===== src/rtl/vic_pkg.sv =====
package vic_pkg;
  // Width of one bus word and distance between neighbouring register slots.
  localparam int unsigned VIC_WORD_W = 32;
  localparam int unsigned VIC_SLOT_B = 8;

  // Byte offsets of the register words.
  localparam int unsigned OFS_RST = 'h000;
  localparam int unsigned OFS_GEN = 'h008;
  localparam int unsigned OFS_VEC = 'h010;
  localparam int unsigned OFS_EOI = 'h018;
  localparam int unsigned OFS_SET = 'h020;
  localparam int unsigned OFS_CLR = 'h040;
  localparam int unsigned OFS_CFG = 'h400;

  // Bit position of the edge select inside a configuration word.
  localparam int unsigned CFG_EDGE_BIT = 8;

  function automatic int unsigned vic_cfg_ofs(int unsigned n);
    return OFS_CFG + VIC_SLOT_B * n;
  endfunction

  function automatic int unsigned vic_bank_ofs(int unsigned base, int unsigned b);
    return base + VIC_SLOT_B * b;
  endfunction
endpackage


===== src/rtl/vic_sync_edge.sv =====
module vic_sync_edge #(
  parameter int unsigned NUM_SRC     = 64,
  parameter int unsigned SYNC_STAGES = 2
) (
  input  logic               clk_i,
  input  logic               rst_ni,
  input  logic [NUM_SRC-1:0] src_i,
  output logic [NUM_SRC-1:0] lvl_o,
  output logic [NUM_SRC-1:0] rise_o
);
  // One extra stage beyond the synchronizer holds the previous value.
  localparam int unsigned DEPTH = SYNC_STAGES + 1;

  logic [NUM_SRC-1:0] sh_q [DEPTH];

  always_ff @(posedge clk_i or negedge rst_ni) begin
    if (!rst_ni) begin
      for (int s = 0; s < DEPTH; s++) sh_q[s] <= '0;
    end else begin
      sh_q[0] <= src_i;
      for (int s = 1; s < DEPTH; s++) sh_q[s] <= sh_q[s-1];
    end
  end

  assign lvl_o  = sh_q[SYNC_STAGES-1];
  assign rise_o = sh_q[SYNC_STAGES-1] & ~sh_q[SYNC_STAGES];
endmodule


===== src/rtl/vic_pending.sv =====
module vic_pending #(
  parameter int unsigned NUM_SRC = 64
) (
  input  logic               clk_i,
  input  logic               rst_ni,
  input  logic               soft_clr_i,
  input  logic [NUM_SRC-1:0] rise_i,
  input  logic [NUM_SRC-1:0] lvl_i,
  input  logic [NUM_SRC-1:0] edge_cfg_i,
  input  logic [NUM_SRC-1:0] eoi_clr_i,
  output logic [NUM_SRC-1:0] edge_lat_o,
  output logic [NUM_SRC-1:0] pend_o
);
  logic [NUM_SRC-1:0] lat_q;
  logic [NUM_SRC-1:0] lat_set;
  logic [NUM_SRC-1:0] lat_keep;

  // A new edge wins over a release in the same cycle.
  assign lat_set  = rise_i & edge_cfg_i;
  assign lat_keep = lat_q & ~eoi_clr_i & edge_cfg_i;

  always_ff @(posedge clk_i or negedge rst_ni) begin
    if (!rst_ni)         lat_q <= '0;
    else if (soft_clr_i) lat_q <= '0;
    else                 lat_q <= lat_keep | lat_set;
  end

  assign edge_lat_o = lat_q;
  assign pend_o     = (edge_cfg_i & lat_q) | (~edge_cfg_i & lvl_i);
endmodule


===== src/rtl/vic_arbiter.sv =====
module vic_arbiter #(
  parameter int unsigned NUM_SRC = 64,
  parameter int unsigned LVL_W   = 4,
  parameter int unsigned ID_W    = $clog2(NUM_SRC) + 1
) (
  input  logic [NUM_SRC-1:0]       req_i,
  input  logic [NUM_SRC*LVL_W-1:0] lvl_i,
  output logic                     win_vld_o,
  output logic [ID_W-1:0]          win_id_o
);
  // Heap-ordered tournament tree: node k has children 2k+1 and 2k+2, the
  // leaves start at NUM_SRC-1 (NUM_SRC a power of two).
  localparam int unsigned NODES = 2 * NUM_SRC - 1;

  logic             node_vld [NODES];
  logic [LVL_W-1:0] node_lvl [NODES];
  logic [ID_W-1:0]  node_id  [NODES];

  // Left child covers the lower source numbers, so it wins a tie.
  function automatic logic left_wins(logic lv, logic [LVL_W-1:0] ll,
                                     logic rv, logic [LVL_W-1:0] rl);
    return lv && (!rv || (ll >= rl));
  endfunction

  for (genvar i = 0; i < NUM_SRC; i++) begin : g_leaf
    assign node_vld[NUM_SRC-1+i] = req_i[i];
    assign node_lvl[NUM_SRC-1+i] = lvl_i[i*LVL_W +: LVL_W];
    assign node_id[NUM_SRC-1+i]  = ID_W'(i);
  end

  for (genvar k = 0; k < NUM_SRC - 1; k++) begin : g_node
    logic pick_l;
    assign pick_l      = left_wins(node_vld[2*k+1], node_lvl[2*k+1],
                                   node_vld[2*k+2], node_lvl[2*k+2]);
    assign node_vld[k] = node_vld[2*k+1] | node_vld[2*k+2];
    assign node_lvl[k] = pick_l ? node_lvl[2*k+1] : node_lvl[2*k+2];
    assign node_id[k]  = pick_l ? node_id[2*k+1]  : node_id[2*k+2];
  end

  assign win_vld_o = node_vld[0];
  assign win_id_o  = node_vld[0] ? node_id[0] : ID_W'(NUM_SRC);
endmodule


===== src/rtl/vic_regs.sv =====
module vic_regs
  import vic_pkg::*;
#(
  parameter int unsigned NUM_SRC = 64,
  parameter int unsigned LVL_W   = 4,
  parameter int unsigned ADDR_W  = 12,
  parameter int unsigned ID_W    = $clog2(NUM_SRC) + 1
) (
  input  logic                     clk_i,
  input  logic                     rst_ni,
  input  logic                     we_i,
  input  logic                     re_i,
  input  logic [ADDR_W-1:0]        addr_i,
  input  logic [VIC_WORD_W-1:0]    wdata_i,
  output logic [VIC_WORD_W-1:0]    rdata_o,
  input  logic                     win_vld_i,
  input  logic [ID_W-1:0]          win_id_i,
  output logic [NUM_SRC-1:0]       en_o,
  output logic [NUM_SRC-1:0]       edge_cfg_o,
  output logic [NUM_SRC*LVL_W-1:0] lvl_cfg_o,
  output logic                     gen_en_o,
  output logic                     soft_clr_o,
  output logic [NUM_SRC-1:0]       eoi_clr_o
);
  localparam int unsigned BANKS = (NUM_SRC + VIC_WORD_W - 1) / VIC_WORD_W;
  localparam int unsigned SEL_W = $clog2(NUM_SRC);

  logic [BANKS-1:0]            set_hit, clr_hit;
  logic [NUM_SRC-1:0]          cfg_hit, set_mask, clr_mask;
  logic                        rst_hit, gen_hit, vec_hit, eoi_hit;
  logic                        eoi_wr, vec_rd;
  logic [NUM_SRC-1:0]          en_q, cfg_edge_q;
  logic [NUM_SRC*LVL_W-1:0]    cfg_lvl_q;
  logic                        gen_q;
  logic                        claim_vld_q;
  logic [SEL_W-1:0]            claim_id_q;
  logic [BANKS*VIC_WORD_W-1:0] en_pad;

  // ---------------- address decode ----------------
  assign rst_hit = (addr_i == ADDR_W'(OFS_RST));
  assign gen_hit = (addr_i == ADDR_W'(OFS_GEN));
  assign vec_hit = (addr_i == ADDR_W'(OFS_VEC));
  assign eoi_hit = (addr_i == ADDR_W'(OFS_EOI));

  for (genvar b = 0; b < BANKS; b++) begin : g_bank
    assign set_hit[b] = (addr_i == ADDR_W'(vic_bank_ofs(OFS_SET, b)));
    assign clr_hit[b] = (addr_i == ADDR_W'(vic_bank_ofs(OFS_CLR, b)));
    for (genvar j = 0; j < VIC_WORD_W; j++) begin : g_bit
      if (b * VIC_WORD_W + j < NUM_SRC) begin : g_live
        assign set_mask[b*VIC_WORD_W+j] = we_i & set_hit[b] & wdata_i[j];
        assign clr_mask[b*VIC_WORD_W+j] = we_i & clr_hit[b] & wdata_i[j];
      end
    end
  end

  for (genvar n = 0; n < NUM_SRC; n++) begin : g_cfg
    assign cfg_hit[n]   = (addr_i == ADDR_W'(vic_cfg_ofs(n)));
    assign eoi_clr_o[n] = eoi_wr & claim_vld_q & (claim_id_q == SEL_W'(n));
  end

  assign soft_clr_o = we_i & rst_hit & wdata_i[0];
  assign eoi_wr     = we_i & eoi_hit;
  assign vec_rd     = re_i & vec_hit;

  // ---------------- enables ----------------
  always_ff @(posedge clk_i or negedge rst_ni) begin
    if (!rst_ni)         en_q <= '0;
    else if (soft_clr_o) en_q <= '0;
    else                 en_q <= (en_q | set_mask) & ~clr_mask;
  end

  // ---------------- per-source configuration ----------------
  always_ff @(posedge clk_i or negedge rst_ni) begin
    if (!rst_ni) begin
      cfg_edge_q <= '0;
      cfg_lvl_q  <= '0;
    end else if (soft_clr_o) begin
      cfg_edge_q <= '0;
      cfg_lvl_q  <= '0;
    end else begin
      for (int n = 0; n < NUM_SRC; n++) begin
        if (we_i && cfg_hit[n]) begin
          cfg_edge_q[n]                <= wdata_i[CFG_EDGE_BIT];
          cfg_lvl_q[n*LVL_W +: LVL_W]  <= wdata_i[LVL_W-1:0];
        end
      end
    end
  end

  // ---------------- generate enable ----------------
  always_ff @(posedge clk_i or negedge rst_ni) begin
    if (!rst_ni)              gen_q <= 1'b0;
    else if (soft_clr_o)      gen_q <= 1'b0;
    else if (we_i && gen_hit) gen_q <= wdata_i[0];
  end

  // ---------------- claim of the returned vector ----------------
  always_ff @(posedge clk_i or negedge rst_ni) begin
    if (!rst_ni) begin
      claim_vld_q <= 1'b0;
      claim_id_q  <= '0;
    end else if (soft_clr_o || eoi_wr) begin
      claim_vld_q <= 1'b0;
    end else if (vec_rd) begin
      claim_vld_q <= win_vld_i;
      claim_id_q  <= win_id_i[SEL_W-1:0];
    end
  end

  // ---------------- read mux ----------------
  assign en_pad = (BANKS*VIC_WORD_W)'(en_q);

  always_comb begin
    rdata_o = '0;
    if (gen_hit) rdata_o[0] = gen_q;
    if (vec_hit) rdata_o = VIC_WORD_W'(win_id_i);
    for (int b = 0; b < BANKS; b++) begin
      if (set_hit[b] || clr_hit[b]) rdata_o = en_pad[b*VIC_WORD_W +: VIC_WORD_W];
    end
    for (int n = 0; n < NUM_SRC; n++) begin
      if (cfg_hit[n]) begin
        rdata_o                 = '0;
        rdata_o[CFG_EDGE_BIT]   = cfg_edge_q[n];
        rdata_o[LVL_W-1:0]      = cfg_lvl_q[n*LVL_W +: LVL_W];
      end
    end
  end

  assign en_o       = en_q;
  assign edge_cfg_o = cfg_edge_q;
  assign lvl_cfg_o  = cfg_lvl_q;
  assign gen_en_o   = gen_q;
endmodule


===== src/rtl/vic_top.sv =====
module vic_top
  import vic_pkg::*;
#(
  parameter int unsigned NUM_SRC     = 64,
  parameter int unsigned LVL_W       = 4,
  parameter int unsigned ADDR_W      = 12,
  parameter int unsigned SYNC_STAGES = 2
) (
  input  logic                  clk_i,
  input  logic                  rst_ni,
  input  logic                  bus_we_i,
  input  logic                  bus_re_i,
  input  logic [ADDR_W-1:0]     bus_addr_i,
  input  logic [VIC_WORD_W-1:0] bus_wdata_i,
  output logic [VIC_WORD_W-1:0] bus_rdata_o,
  input  logic [NUM_SRC-1:0]    src_i,
  output logic                  irq_o
);
  localparam int unsigned ID_W = $clog2(NUM_SRC) + 1;

  // Named internal events, also observed by the bound checker.
  logic [NUM_SRC-1:0]       lvl_sync, rise;
  logic [NUM_SRC-1:0]       en_q, edge_cfg, eoi_clr, edge_lat, pend, req;
  logic [NUM_SRC*LVL_W-1:0] lvl_cfg;
  logic                     gen_en, soft_clr, win_vld;
  logic [ID_W-1:0]          win_id;

  vic_sync_edge #(.NUM_SRC(NUM_SRC), .SYNC_STAGES(SYNC_STAGES)) u_sync (
    .clk_i  (clk_i),
    .rst_ni (rst_ni),
    .src_i  (src_i),
    .lvl_o  (lvl_sync),
    .rise_o (rise)
  );

  vic_pending #(.NUM_SRC(NUM_SRC)) u_pend (
    .clk_i      (clk_i),
    .rst_ni     (rst_ni),
    .soft_clr_i (soft_clr),
    .rise_i     (rise),
    .lvl_i      (lvl_sync),
    .edge_cfg_i (edge_cfg),
    .eoi_clr_i  (eoi_clr),
    .edge_lat_o (edge_lat),
    .pend_o     (pend)
  );

  assign req = pend & en_q;

  vic_arbiter #(.NUM_SRC(NUM_SRC), .LVL_W(LVL_W), .ID_W(ID_W)) u_arb (
    .req_i     (req),
    .lvl_i     (lvl_cfg),
    .win_vld_o (win_vld),
    .win_id_o  (win_id)
  );

  vic_regs #(.NUM_SRC(NUM_SRC), .LVL_W(LVL_W), .ADDR_W(ADDR_W), .ID_W(ID_W)) u_regs (
    .clk_i      (clk_i),
    .rst_ni     (rst_ni),
    .we_i       (bus_we_i),
    .re_i       (bus_re_i),
    .addr_i     (bus_addr_i),
    .wdata_i    (bus_wdata_i),
    .rdata_o    (bus_rdata_o),
    .win_vld_i  (win_vld),
    .win_id_i   (win_id),
    .en_o       (en_q),
    .edge_cfg_o (edge_cfg),
    .lvl_cfg_o  (lvl_cfg),
    .gen_en_o   (gen_en),
    .soft_clr_o (soft_clr),
    .eoi_clr_o  (eoi_clr)
  );

  assign irq_o = gen_en & win_vld;
endmodule


===== config.mk =====
export PLATFORM = sky130hd
export DESIGN_NAME = vic_top
export DESIGN_NICKNAME = d
export VERILOG_FILES = /design/src/rtl/vic_pkg.sv /design/src/rtl/vic_sync_edge.sv /design/src/rtl/vic_pending.sv /design/src/rtl/vic_arbiter.sv /design/src/rtl/vic_regs.sv /design/src/rtl/vic_top.sv
export SDC_FILE = /design/constraint.sdc
export NUM_CORES = 2
export LEC_CHECK = 0
export ABC_AREA = 1
export BUFFER_PORTS_ARGS = -buffer_cell sky130_fd_sc_hd__buf_4
export CORE_MARGIN = 4
export CORE_UTILIZATION = 57
export CTS_CLUSTER_SIZE = 24
export DETAILED_ROUTE_END_ITERATION = 12
export PLACE_DENSITY = 0.77
export SETUP_SLACK_MARGIN = 0.02
export SLEW_MARGIN = 30
export SYNTH_ARGS = -nofsm -noshare
export SYNTH_HDL_FRONTEND = slang
export SYNTH_HIERARCHICAL = 1
export SYNTH_SLANG_ARGS = --single-unit
export TNS_END_PERCENT = 30

===== constraint.sdc =====
create_clock -name clk_i -period 12.36 [get_ports clk_i]
set_clock_uncertainty 0.1 [all_clocks]
set_input_delay 2.472 -clock clk_i [delete_from_list [all_inputs] [get_ports clk_i]]
set_output_delay 2.472 -clock clk_i [all_outputs]
set_load 0.03 [all_outputs]

==> summary.txt <==
Run status
  • Outcome: complete, but fails checks
  • Failing checks: setup timing

Pwr
  • Post-layout total power: 5.68 mW
  • VDD IR-drop max: 0.130 mV
  • Leakage: 26.6 nW
  • Pwr dens: 112 nW/um2

STA
  • Finish-stage setup viols: 4
  • Final Cycle Share: 132%
  • Slew @ Worst Pin: ~1100 ps
  • RSZ-0062 raised after global routing: yes
  • Hold Vio Cnt, Final: 0
  • Worst slew margin: between 20% and 30%
  • Post-layout minimum cycle time: 16370 ps
  • Fin Hold WS: 243 ps
  • Final Slew Violations: 0
  • Final WS setup: -4010 ps
  • F_max: approximately 0.06 GHz

Worst setup path
  • Worst setup EP type: primary output
  • Worst endpoint required time: 9790 ps
  • Worst-path fanout max: 9
  • Crit start category: flop
  • CP max stage cell: dfrtp_1
  • WP buf/inv: 10
  • CP delay by family, top: simple AND/OR/NAND/NOR gates
  • CP most frequent cell: nand4_1
  • Crit path largest cell delay: between 300 and 400 ps
  • WS Path Type: reg -> out
  • R2R Setup Slk: 3730 ps
  • Worst-case reg-to-reg path depth: 65
  • RR Endpoint: u_regs/claim_id_q[3]$_DFFE_PN0P_
  • Worst EP arrival: 13790 ps
  • CP Depth: 100
  • RR Startpoint: u_regs/lvl_cfg_o[168]$_DFFE_PN0P_

Logic synthesis
  • Post-synthesis sequential area ratio: 41.0%
  • Post-Synthesis Net Count: 5765
  • Synth Flop Type: dfrtp_1
  • Avg Cell Area, Syn: 7.28 um2
  • Syn Std Cell Area: slightly below 40000 um2
  • Mapped Cells: 5435
  • Top post-synthesis cells by count: nand2_1, inv_1, dfrtp_1, o21ai_0, nor2_1
  • YS warnings: 6
  • Most common cell in the netlist: nand2_1
  • Top cells by area, synth: dfrtp_1, nand2_1, inv_1, o21ai_0, ha_1
  • Yosys cell types: 55
  • Async SR Flop Fraction: 100%
  • Post-synth EDFFs: 0
  • Flops & latches, synth: 648
  • Post-synth top area share: 41.0%
  • Cell taking the most area after synthesis: dfrtp_1

Detailed routing
  • DRC errors left: 0
  • Post-route ant nets: 0
  • TritonRoute pass-1 iters: 8
  • Via count: 41300
  • DR iter-0 viols: roughly 4500
  • Routed wire per std cell: 19.8 um
  • WL final: 147000 um
  • Vias per inst: 5.59

Finish
  • Nets: 6729
  • Synthesis-to-layout area growth: 28.2%
  • Final design utilization: 73.8%
  • FILL cells: roughly 5400
  • Fin cells: 7398
  • Layout cells sized above 1: 23.4%

Placement
  • GP Congestion: 1.02
  • Placed cell count: 7253
  • Port-buffer cells: 144
  • DP Worst Slack: -3530 ps
  • Detail Placement HPWL: 107000 um

Run
  • Max Cap Viol: 0

Min path
  • Hold Crit Depth: 0
  • Hold wc startpoint: u_sync/sh_q[172]$_DFF_PN0_
  • Worst hold path class: reg -> reg
  • Min-Delay Endpoint: u_sync/lvl_o[44]$_DFF_PN0_

Floorplan
  • Starting Density: between 50% and 60%
  • Die area: 73700 um2
  • Die X: 272 um
  • Die H: 272 um
  • Number of cell rows: 96
  • Core box area: 68700 um2
  • Num ports: about 150

Global routing
  • GR Util All Layers: 39.0%
  • Overflow after GRT: 0
  • Initial antenna violation count: 14
  • Largest net degree at the start of global routing: ~180
  • First-pass GRT wire length: 223000 um
  • Vias in the first global route: 39500

Clock tree
  • TritonCTS clock tree: done
  • CTS clk-pin slew, worst paths: 70 ps
  • CTS H-tree lvls: 3
  • Number of CTS-inserted buffers: 73
  • Clock tree root driver cell: clkbuf_16
  • Clock Sinks: 648
  • Worst skew pair latency: 620 ps
  • CTS max path bufs: 3
  • Hold_buf cts: 0
cell usage in the layout, fill, tap and decap left out, types with 47 or more instances in the layout:
| cell | Yosys | final |
|---|---|---|
| nand2_1 | 1388 | 1375 |
| buf_4 | 66 | 1044 |
| inv_1 | 894 | 889 |
| dfrtp_1 | 648 | 648 |
| o21ai_0 | 625 | 600 |
| nor2_1 | 442 | 419 |
| nand3_1 | 249 | 249 |
| ha_1 | 218 | 218 |
| a21oi_1 | 176 | 173 |
| nand4_1 | 98 | 98 |
| nor2_2 | 67 | 89 |
| clkbuf_16 | 0 | 76 |
| nand2_2 | 61 | 69 |
| a21oi_2 | 60 | 63 |
| o21ai_1 | 36 | 47 |
through the flow:
step	area (um2)	setup TNS, ps
6_report	50700	-14190
5_1_grt	50700	-17140
4_1_cts	50600	-12950
3_5_place_dp	48000	-11460
3_3_place_gp	47900	-10870
2_1_floorplan	39700	0
repair_timing:
item / 4_1_cts / 5_1_grt
buffers inserted: 0 / 0
endpoints found under the setup margin: 4 / 4
pin swaps: 6 / 6
gates resized for setup: 32 / 12
logic make-up (layout without fill, tap and decap cells):
| group | Yosys count | in the layout | share of synthesized area, % |
|---|---|---|---|
| buffers and inverters | 1117 | 2135 | 11.4 |
| adders and majority gates | 218 | 218 | 6.89 |
| AOI/OAI and AO/OA | 1036 | 1036 | 14.6 |
| and+or+nand+nor | 2416 | 2416 | 26.1 |
| other | 0 | 14 | 0 |
| DFF | 648 | 648 | 41.0 |
sequential cells by signal, summed over array words and instances, names as in the netlist, 6 cells and up:
register / flops
u_pend/edge_lat_o: 64
u_regs/edge_cfg_o: 64
u_regs/claim_id_q: 6
u_regs/en_o: 64
u_sync/lvl_o: 64
u_sync/sh_q: 128
u_regs/lvl_cfg_o: 256
layer usage:
layer  global-route usage (%)  vias up  routed length, um
li1                         -    19200                  -
met5                        0        -                 49
met4                     21.5        8               9780
met3                     9.42      499              16600
met2                     59.7     2212              63600
met1                     51.3    19400              56700
power by group:
group,switching [mW],internal (mW),leakage [nW]
combinational,0.706,0.504,17.3
clock,0.921,1.35,1.22
sequential,0.0279,2.16,8.16
area by class of cell:
type | count | area [um2] | area share (%)
antenna | 14 | 35.0 | 0.0691
clock buffer | 98 | 2080 | 4.11
sequential | 648 | 16200 | 32.0
tap | 931 | 1160 | 2.30
timing repair buffer | 1061 | 8170 | 16.1
clock inverter | 31 | 395 | 0.779
multi-input combinational | 3670 | 19100 | 37.7
inverter | 945 | 3560 | 7.02
how the worst max path moves through the flow:
stage,start,endpoint,slack (ps)
after floorplan,u_regs/lvl_cfg_o[168]$_DFFE_PN0P_,bus_rdata_o[0],20
after global placement,u_regs/lvl_cfg_o[160]$_DFFE_PN0P_,bus_rdata_o[0],-3400
after detailed placement,u_regs/lvl_cfg_o[160]$_DFFE_PN0P_,bus_rdata_o[0],-3530
after CTS,u_regs/lvl_cfg_o[168]$_DFFE_PN0P_,bus_rdata_o[0],-3760
after global routing,u_regs/lvl_cfg_o[165]$_DFFE_PN0P_,bus_rdata_o[0],-4650
final,u_regs/lvl_cfg_o[168]$_DFFE_PN0P_,bus_rdata_o[0],-4010
Power figures use the tool's default switching activity.
